**config.mk**
```make
export PLATFORM = sky130hd
export DESIGN_NAME = link_sync_ctrl
export DESIGN_NICKNAME = d
export VERILOG_FILES = /design/src/rtl/link_sync_pkg.sv /design/src/rtl/sync_req_filter.sv /design/src/rtl/link_state_fsm.sv /design/src/rtl/lane_symbol_gen.sv /design/src/rtl/link_sync_ctrl.sv
export SDC_FILE = /design/constraint.sdc
export NUM_CORES = 1
export LEC_CHECK = 0
export BUFFER_PORTS_ARGS = -buffer_cell sky130_fd_sc_hd__buf_2
export CAP_MARGIN = 5
export CORE_ASPECT_RATIO = 0.9
export CORE_MARGIN = 10
export CORE_UTILIZATION = 45
export DETAILED_ROUTE_END_ITERATION = 7
export PLACE_DENSITY = 0.75
export SYNTH_ARGS = -nofsm -noshare
export SYNTH_HDL_FRONTEND = slang
export SYNTH_HIERARCHICAL = 1
export SYNTH_SLANG_ARGS = --single-unit
```
**constraint.sdc**
```tcl
create_clock -name clk -period 3.6 [get_ports clk]
set_clock_uncertainty 0.2 [all_clocks]
set_input_delay 0.72 -clock clk [delete_from_list [all_inputs] [get_ports clk]]
set_output_delay 0.72 -clock clk [all_outputs]
set_load 0.1 [all_outputs]
```
**src/rtl/link_sync_pkg.sv**
```systemverilog
// Package: shared types and control-octet codes for the lane sync controller.
// Assumes one octet per lane per clock; select encoding is visible at the ports.
package link_sync_pkg;

    // Per-lane octet source selection seen by the encoder mux.
    typedef enum logic [1:0] {
        SEL_COMMA = 2'd0,
        SEL_ALIGN = 2'd1,
        SEL_DATA  = 2'd2
    } lane_sel_e;

    // Link-level state of the controller.
    typedef enum logic [1:0] {
        ST_SYNC  = 2'd0,
        ST_ALIGN = 2'd1,
        ST_DATA  = 2'd2
    } link_st_e;

    // Control octet codes handed to the 8b/10b encoder with K asserted.
    localparam logic [7:0] CODE_COMMA    = 8'hBC; // K28.5
    localparam logic [7:0] CODE_MF_START = 8'h1C; // K28.0
    localparam logic [7:0] CODE_MF_END   = 8'h7C; // K28.3

    // Bundle of what one lane transmits in a cycle.
    typedef struct packed {
        lane_sel_e  sel;
        logic       k;
        logic [7:0] code;
    } lane_ctl_t;

endpackage

```
**src/rtl/sync_req_filter.sv**
```systemverilog
// Module: sync_req_filter
// Qualifies the receiver's active-low sync input: a request is reported only
// when the input is low at the current edge and was low at the previous edge.
// Assumes sync_n is already synchronous to clk.
module sync_req_filter (
    input  logic clk,
    input  logic rst_n,
    input  logic sync_n,
    output logic sync_req
);

    logic low_q;

    // Remember whether sync_n was low at the previous edge.
    always_ff @(posedge clk) begin
        if (!rst_n) begin
            low_q <= 1'b0;
        end else begin
            low_q <= ~sync_n;
        end
    end

    // Request is qualified on the second consecutive low sample.
    always_comb begin
        sync_req = ~sync_n & low_q;
    end

endmodule

```
**src/rtl/link_state_fsm.sv**
```systemverilog
// Module: link_state_fsm
// Holds the link state (comma / alignment / data) and the alignment position
// counters. Leaves the comma state only at a frame end with sync released, so
// the next octet is frame octet 0. Assumes frm_end marks the last octet of
// every frame and cfg inputs are static while aligning.
module link_state_fsm
    import link_sync_pkg::*;
#(
    parameter int MF_CNT_W = 5,
    parameter int ALIGN_MF = 4
) (
    input  logic                clk,
    input  logic                rst_n,
    input  logic                sync_req,
    input  logic                sync_n,
    input  logic                frm_end,
    input  logic                cfg_align_en,
    input  logic [MF_CNT_W-1:0] cfg_mf_len_m1,
    output link_st_e            st,
    output logic                mf_start,
    output logic                mf_end
);

    localparam int MFI_W = (ALIGN_MF > 2) ? $clog2(ALIGN_MF) : 1;
    localparam logic [MFI_W-1:0] MF_LAST = MFI_W'(ALIGN_MF - 1);

    link_st_e            st_q, st_d;
    logic [MF_CNT_W-1:0] fr_q;
    logic [MFI_W-1:0]    mf_q;
    logic                first_q;

    // Marker positions inside the alignment sequence.
    always_comb begin
        mf_start = (st_q == ST_ALIGN) && first_q && (fr_q == '0);
        mf_end   = (st_q == ST_ALIGN) && frm_end && (fr_q == cfg_mf_len_m1);
    end

    // Next-state decision; a qualified request overrides everything.
    always_comb begin
        st_d = st_q;
        if (sync_req) begin
            st_d = ST_SYNC;
        end else begin
            case (st_q)
                ST_SYNC:  if (sync_n && frm_end) st_d = cfg_align_en ? ST_ALIGN : ST_DATA;
                ST_ALIGN: if (mf_end && (mf_q == MF_LAST)) st_d = ST_DATA;
                ST_DATA:  st_d = ST_DATA;
                default:  st_d = ST_SYNC;
            endcase
        end
    end

    // State register.
    always_ff @(posedge clk) begin
        if (!rst_n) begin
            st_q <= ST_SYNC;
        end else begin
            st_q <= st_d;
        end
    end

    // Frame-start tracker: the octet after a frame end is frame octet 0.
    always_ff @(posedge clk) begin
        if (!rst_n) begin
            first_q <= 1'b0;
        end else begin
            first_q <= frm_end;
        end
    end

    // Frame and multiframe counters, active only while aligning.
    always_ff @(posedge clk) begin
        if (!rst_n || st_q != ST_ALIGN || sync_req) begin
            fr_q <= '0;
            mf_q <= '0;
        end else if (frm_end) begin
            if (fr_q == cfg_mf_len_m1) begin
                fr_q <= '0;
                mf_q <= mf_q + 1'b1;
            end else begin
                fr_q <= fr_q + 1'b1;
            end
        end
    end

    always_comb begin
        st = st_q;
    end

    // alignment persists until the final multiframe ends or a request.
    p_align_hold_r7: assert property (@(posedge clk) disable iff (!rst_n)
        (st_q == ST_ALIGN && !sync_req && !(mf_end && mf_q == MF_LAST)) |=> (st_q == ST_ALIGN));

    // frame counter never exceeds the configured multiframe length.
    p_frame_range_r7: assert property (@(posedge clk) disable iff (!rst_n)
        (st_q == ST_ALIGN) |-> (fr_q <= cfg_mf_len_m1));

endmodule

```
**src/rtl/lane_symbol_gen.sv**
```systemverilog
// Module: lane_symbol_gen
// Maps link state and alignment marker positions onto one lane's select,
// K flag and control octet code. Purely combinational; one per lane.
module lane_symbol_gen
    import link_sync_pkg::*;
(
    input  link_st_e  st,
    input  logic      mf_start,
    input  logic      mf_end,
    output lane_ctl_t ctl
);

    // Choose the lane's octet source and control code.
    always_comb begin
        ctl = '{sel: SEL_DATA, k: 1'b0, code: 8'h00};
        case (st)
            ST_SYNC: begin
                ctl = '{sel: SEL_COMMA, k: 1'b1, code: CODE_COMMA};
            end
            ST_ALIGN: begin
                ctl.sel = SEL_ALIGN;
                if (mf_end) begin
                    ctl.k    = 1'b1;
                    ctl.code = CODE_MF_END;
                end else if (mf_start) begin
                    ctl.k    = 1'b1;
                    ctl.code = CODE_MF_START;
                end
            end
            default: begin
                ctl = '{sel: SEL_DATA, k: 1'b0, code: 8'h00};
            end
        endcase
    end

endmodule

```
**src/rtl/link_sync_ctrl.sv**
```systemverilog
// Module: link_sync_ctrl (top)
// Transmit-side comma synchronisation controller for NUM_LANES lanes.
// Filters the receiver request, runs the link state machine and fans the
// per-lane symbol decision out to every lane. Assumes frm_end is high on the
// last octet of each frame and all lanes share one frame timing.
module link_sync_ctrl
    import link_sync_pkg::*;
#(
    parameter int NUM_LANES = 2,
    parameter int MF_CNT_W  = 5,
    parameter int ALIGN_MF  = 4
) (
    input  logic                   clk,
    input  logic                   rst_n,
    input  logic                   sync_n,
    input  logic                   frm_end,
    input  logic                   cfg_align_en,
    input  logic [MF_CNT_W-1:0]    cfg_mf_len_m1,
    output logic [2*NUM_LANES-1:0] lane_sel,
    output logic [NUM_LANES-1:0]   lane_k,
    output logic [8*NUM_LANES-1:0] lane_code
);

    logic      sync_req;
    link_st_e  st;
    logic      mf_start;
    logic      mf_end;
    lane_ctl_t ctl [NUM_LANES];

    sync_req_filter u_filter (
        .clk      (clk),
        .rst_n    (rst_n),
        .sync_n   (sync_n),
        .sync_req (sync_req)
    );

    link_state_fsm #(
        .MF_CNT_W (MF_CNT_W),
        .ALIGN_MF (ALIGN_MF)
    ) u_fsm (
        .clk           (clk),
        .rst_n         (rst_n),
        .sync_req      (sync_req),
        .sync_n        (sync_n),
        .frm_end       (frm_end),
        .cfg_align_en  (cfg_align_en),
        .cfg_mf_len_m1 (cfg_mf_len_m1),
        .st            (st),
        .mf_start      (mf_start),
        .mf_end        (mf_end)
    );

    // One symbol generator per lane, flattened onto the port vectors.
    for (genvar i = 0; i < NUM_LANES; i++) begin : g_lane
        lane_symbol_gen u_gen (
            .st       (st),
            .mf_start (mf_start),
            .mf_end   (mf_end),
            .ctl      (ctl[i])
        );
        always_comb begin
            lane_sel[2*i +: 2]  = ctl[i].sel;
            lane_k[i]           = ctl[i].k;
            lane_code[8*i +: 8] = ctl[i].code;
        end
    end

    // Assertion support: marks that one full cycle has passed since reset.
    logic armed;
    always_ff @(posedge clk) begin
        if (!rst_n) armed <= 1'b0;
        else        armed <= 1'b1;
    end

    // two consecutive low samples force commas in the next cycle.
    p_two_low_comma_r2: assert property (@(posedge clk) disable iff (!rst_n)
        (armed && !sync_n && !$past(sync_n)) |=> (lane_sel[1:0] == SEL_COMMA && lane_k[0]));

    // a first low sample in the data state does not leave data.
    p_glitch_ignored_r3: assert property (@(posedge clk) disable iff (!rst_n)
        (armed && st == ST_DATA && !sync_n && $past(sync_n)) |=> (st == ST_DATA));

    // leaving commas happens only after a released frame end.
    p_exit_on_boundary_r5: assert property (@(posedge clk) disable iff (!rst_n)
        (armed && $past(lane_sel[1:0]) == SEL_COMMA && lane_sel[1:0] != SEL_COMMA)
            |-> $past(frm_end && sync_n));

endmodule

```
==> flow_metrics.env, run 1 <==
export IMPL_ios=32
export IMPL_hold_class="reg -> reg"
export IMPL_synth_edf_count=0
export IMPL_dp_final_hpwl_um=1410
export IMPL_ant_nets=0
export IMPL_ys_warn_count=6
export IMPL_async_reset_ff_frac=0
export IMPL_clock_latency_ps=280
export IMPL_cts_tree="built"
export IMPL_grt_pass1_vias=694
export IMPL_cts_hold_buf=0
export IMPL_max_cap_viol_count=0
export IMPL_grt_first_pass_wirelength_um=2840
export IMPL_cts_root_buf="clkbuf_4"
export IMPL_final_cell_mix="buf_2, inv_1, dfxtp_1"
export IMPL_portBuffers=27
export IMPL_grt_setup_unrepaired="false"
export IMPL_synth_seq_cells=11
export IMPL_wl_per_cell_um=12.1
export IMPL_status="complete, no violations"
export IMPL_drc_errors=0
export IMPL_cp_end_kind="output port"
export IMPL_dieArea_um2=3880
export IMPL_cts_resized=0
export IMPL_crit_required_ps=2680
export IMPL_dieHeight_um=60.1
export IMPL_path_clk_slew_ps=70
export IMPL_grt_overflow_total=0
export IMPL_r2r_start="u_fsm/st[1]$_SDFFE_PP0P_"
export IMPL_grt_start_max_net_pins=14
export IMPL_vias=666
export IMPL_postSynthAreaPerCell_um2=8.20
export IMPL_final_max_slew_viol_count=0
export IMPL_core_um2=1680
export IMPL_final_hold_viol_count=0
export IMPL_clock_fmax_mhz=299
export IMPL_gp_congestion=0.755
export IMPL_clockBufferDepth=2
export IMPL_dr_pass1_iters=4
export IMPL_post_route_period_util=0.927
export IMPL_critPathArrivalTime_ps=2420
export IMPL_nFillCells=163
export IMPL_cts_htree_levels=1
export IMPL_drive_above_1_share=0.331
export IMPL_grt_total_usage=0.0883
export IMPL_critPathLaunch="u_fsm/st[0]$_SDFFE_PP0P_"
export IMPL_yosysSeqAreaShare=0.274
export IMPL_final_common_cell="buf_2"
export IMPL_worst_path_max_fanout=12
export IMPL_min_from="u_fsm/mf_q[1]$_SDFFE_PP0P_"
export IMPL_routed_wl_um=1730
export IMPL_path_class="reg -> out"
export IMPL_antennaDiodeCount=0
export IMPL_routed_via_density=4.69
export IMPL_antenna_found_initial=0
export IMPL_fin_nets=135
export IMPL_syn_area_um2=803
export IMPL_setup_viol=0
export IMPL_clkSinkCount=11
export IMPL_start_util=0.478
export IMPL_fin_crit_ps=3340
export IMPL_ys_types=29
export IMPL_rows=14
export IMPL_die_width_um=64.5
export IMPL_area_growth_syn_to_layout_pct=15.6
export IMPL_critPathLaunchType="flop"
export IMPL_syn_inst=98
export IMPL_synthFlopType="dfxtp_1"
export IMPL_cts_setup_buffers=0
export IMPL_drtIter0Drc=16
export IMPL_numCtsBuffers=3
export IMPL_fin_util=0.552
==> sequential cells by signal, indices dropped and copies added, names as in the netlist <==
signal	flops
u_fsm/first_q	1
u_fsm/fr_q	5
u_fsm/st	2
u_fsm/mf_q	2
u_filter/low_q	1
==> routing by layer <==
layer	vias to the layer above	part of all wire	GRT usage	wire [um]
li1	345	-	-	-
met1	300	0.42	0.0918	721
met2	17	0.51	0.154	877
met3	4	0.059	0.0336	102
met4	0	0.014	0.0427	24
met5	-	0	0	0
==> worst paths after layout <==
kind | end | slack, ps | cells after the start
min | u_fsm/mf_q[1]$_SDFFE_PP0P_ | 290 | 2
max reg2reg | u_fsm/st[1]$_SDFFE_PP0P_ | 1510 | 6
max | lane_code[2] | 260 | 6
min reg2reg | u_fsm/mf_q[1]$_SDFFE_PP0P_ | 290 | 2
==> synthesized netlist by cell type (3+ instances only) <==
library cell,n,area [um^2]
dfxtp_1,11,220
buf_4,10,75.1
a21oi_1,5,25.0
ha_1,6,75.1
mux2i_1,3,30.0
xor2_1,3,26.3
nor2b_1,3,18.8
inv_1,11,41.3
xnor2_1,4,35.0
nor2_1,7,26.3
nand2_1,5,18.8
and2_1,3,18.8
==> kinds of logic after synthesis <==
logic type	count (synthesis)	synth area share
compound gates	12	0.0857
flops	11	0.274
mux	3	0.0374
xor+xnor	9	0.117
buf+inv	24	0.160
fa+ha+maj	6	0.0935
other cells	2	0.00935
simple gates	31	0.223
==> stage by stage <==
step	cell area (um^2)	hold WS, ps	cells	worst slack [ps]	TNS (ps)
finish	928	293	142	261	0
global route	928	326	142	75.8	0
CTS	928	291	142	277	0
detailed placement	901	282	138	278	0
global placement	901	270	138	373	0
floorplan	823	256	100	-286	-2230
==> worst max-delay path, cell delays in order (launching register included) <==
cell	delay, ps
dfxtp_1	590
ha_1	310
inv_1	60
nor3_1	340
inv_1	120
a31oi_2	240
buf_2	470
==> final cells by class <==
type / count / area [um^2] / share of cell area
sequential: 11 / 220 / 0.237
clock buffer: 3 / 22.5 / 0.0243
timing repair buffer: 27 / 135 / 0.146
inverter: 11 / 41.3 / 0.0445
tap: 24 / 30.0 / 0.0323
clock inverter: 1 / 5.00 / 0.00539
multi-input combinational: 65 / 474 / 0.511
Power of run 1 is not shown: default switching activity piles up to over one toggle a cycle in this logic, so the estimate is an artifact.
==> run 2, diff against run 1 <==
--- a/config.mk
+++ b/config.mk
@@ -11,6 +11,7 @@
 export CORE_MARGIN = 10
 export CORE_UTILIZATION = 45
 export DETAILED_ROUTE_END_ITERATION = 7
+export MAX_ROUTING_LAYER = met4
 export PLACE_DENSITY = 0.75
 export SYNTH_ARGS = -nofsm -noshare
 export SYNTH_HDL_FRONTEND = slang
==> run 2 against run 1 <==
Setup slack hardly changed. Critical path depth unchanged. Global-route usage grew 0.25 points. Final area unchanged. First-iteration DRC count is the same. Register-to-register slack is essentially flat. Final cell count did not move. Fmax about the same. Count of clock-buffer cells in the layout unchanged. Worst hold slack stayed put. Sequential cell count unchanged. Critical path type unchanged.
==> flow_metrics.env, run 2 (synthesis results as in run 1) <==
export IMPL_ios=32
export IMPL_fin_crit_ps=3340
export IMPL_dp_cells=138
export IMPL_dr_pass1_iters=4
export IMPL_antennaDiodeCount=0
export IMPL_final_max_slew_viol_count=0
export IMPL_cts_setup_buffers=0
export IMPL_rows=14
export IMPL_cts_hold_buf=0
export IMPL_antenna_found_initial=0
export IMPL_globalRouteMet2Util=0.154
export IMPL_grt_overflow_total=0
export IMPL_pre_cts_slack_ps=278
export IMPL_critPathArrivalTime_ps=2420
export IMPL_path_class="reg -> out"
export IMPL_fin_nets=135
export IMPL_use_met3=0.0336
export IMPL_worst_path_max_fanout=12
export IMPL_routed_wl_um=1730
export IMPL_grt_pass1_vias=693
export IMPL_grt_first_pass_wirelength_um=2840
export IMPL_largest_register="u_fsm/fr_q"
export IMPL_status="complete, no violations"
export IMPL_ant_nets=0
export IMPL_largest_register_ffs=5
export IMPL_clock_latency_ps=280
export IMPL_gp_congestion=0.765
export IMPL_cp_end_kind="output port"
export IMPL_path_clk_slew_ps=70
export IMPL_cts_htree_levels=1
export IMPL_drc_errors=0
export IMPL_clockBufferDepth=2
export IMPL_post_route_period_util=0.927
export IMPL_crit_required_ps=2680
export IMPL_grt_setup_unrepaired="false"
export IMPL_final_cell_mix="buf_2, inv_1, dfxtp_1"
export IMPL_max_cap_viol_count=0
export IMPL_critPathLaunchType="flop"
export IMPL_final_common_cell="buf_2"
export IMPL_routed_via_density=4.69
export IMPL_clock_fmax_mhz=299
export IMPL_area_growth_syn_to_layout_pct=15.6
export IMPL_drtIter0Drc=16
export IMPL_grt_start_max_net_pins=14
export IMPL_gr_usage_met1=0.0918
export IMPL_nFillCells=163
export IMPL_cts_tree="built"
export IMPL_drive_above_1_share=0.331
export IMPL_portBuffers=27
export IMPL_grt_busiest_layer="met2"
export IMPL_die_width_um=64.5
export IMPL_hold_class="reg -> reg"
export IMPL_numCtsBuffers=3
export IMPL_dieHeight_um=60.1
export IMPL_dp_final_hpwl_um=1410
export IMPL_setup_viol=0
export IMPL_final_hold_viol_count=0
export IMPL_vias=666
export IMPL_cts_root_buf="clkbuf_4"
export IMPL_clkSinkCount=11
export IMPL_core_um2=1680
export IMPL_cts_resized=0
export IMPL_wl_per_cell_um=12.1
export IMPL_finalWorstSetupSlack_ps=261
export IMPL_start_util=0.478
export IMPL_final_cells=142
export IMPL_grt_total_usage=0.0908
export IMPL_dieArea_um2=3880
-- run 2: cell counts in the layout (fill, tap and decap cells not counted) --
Identical to the previous run, type by type.
-- run 2: worst paths after layout --
kind                              startpoint                    endpoint  slack (ps)  depth (start not counted)
setup reg to reg    u_fsm/st[1]$_SDFFE_PP0P_    u_fsm/st[1]$_SDFFE_PP0P_        1510                          6
hold / removal    u_fsm/mf_q[1]$_SDFFE_PP0P_  u_fsm/mf_q[1]$_SDFFE_PP0P_         290                          2
hold reg to reg   u_fsm/mf_q[1]$_SDFFE_PP0P_  u_fsm/mf_q[1]$_SDFFE_PP0P_         290                          2
setup / recovery    u_fsm/st[0]$_SDFFE_PP0P_                lane_code[2]         260                          6
-- run 2: metal layers --
metal,vias to the layer above,wire length (um)
met4,0,24
met5,-,0
met3,4,102
li1,345,-
met2,17,877
met1,300,721
-- run 2: metrics by stage --
stage,hold WS [ps],util,instance area [um^2],TNS (ps)
global placement,270,0.536,901,0
floorplan,256,-,823,-2230
finish,293,0.552,928,0
detailed placement,282,0.536,901,0
CTS,291,0.552,928,0
global route,326,0.552,928,0
-- run 2: cell type report --
class / count / area (um^2) / area share
Timing Repair Buffer: 27 / 135 / 0.146
Tap cell: 24 / 30.0 / 0.0323
Clock inverter: 1 / 5.00 / 0.00539
Inverter: 11 / 41.3 / 0.0445
Sequential cell: 11 / 220 / 0.237
Clock buffer: 3 / 22.5 / 0.0243
Multi-Input combinational cell: 65 / 474 / 0.511
-- run 2: worst max-delay path, cell delays in order (launching register included) --
cell,delay [ps]
dfxtp_1,590
ha_1,310
inv_1,60
nor3_1,340
inv_1,120
a31oi_2,240
buf_2,470
Power of run 2 is left out for the same reason.
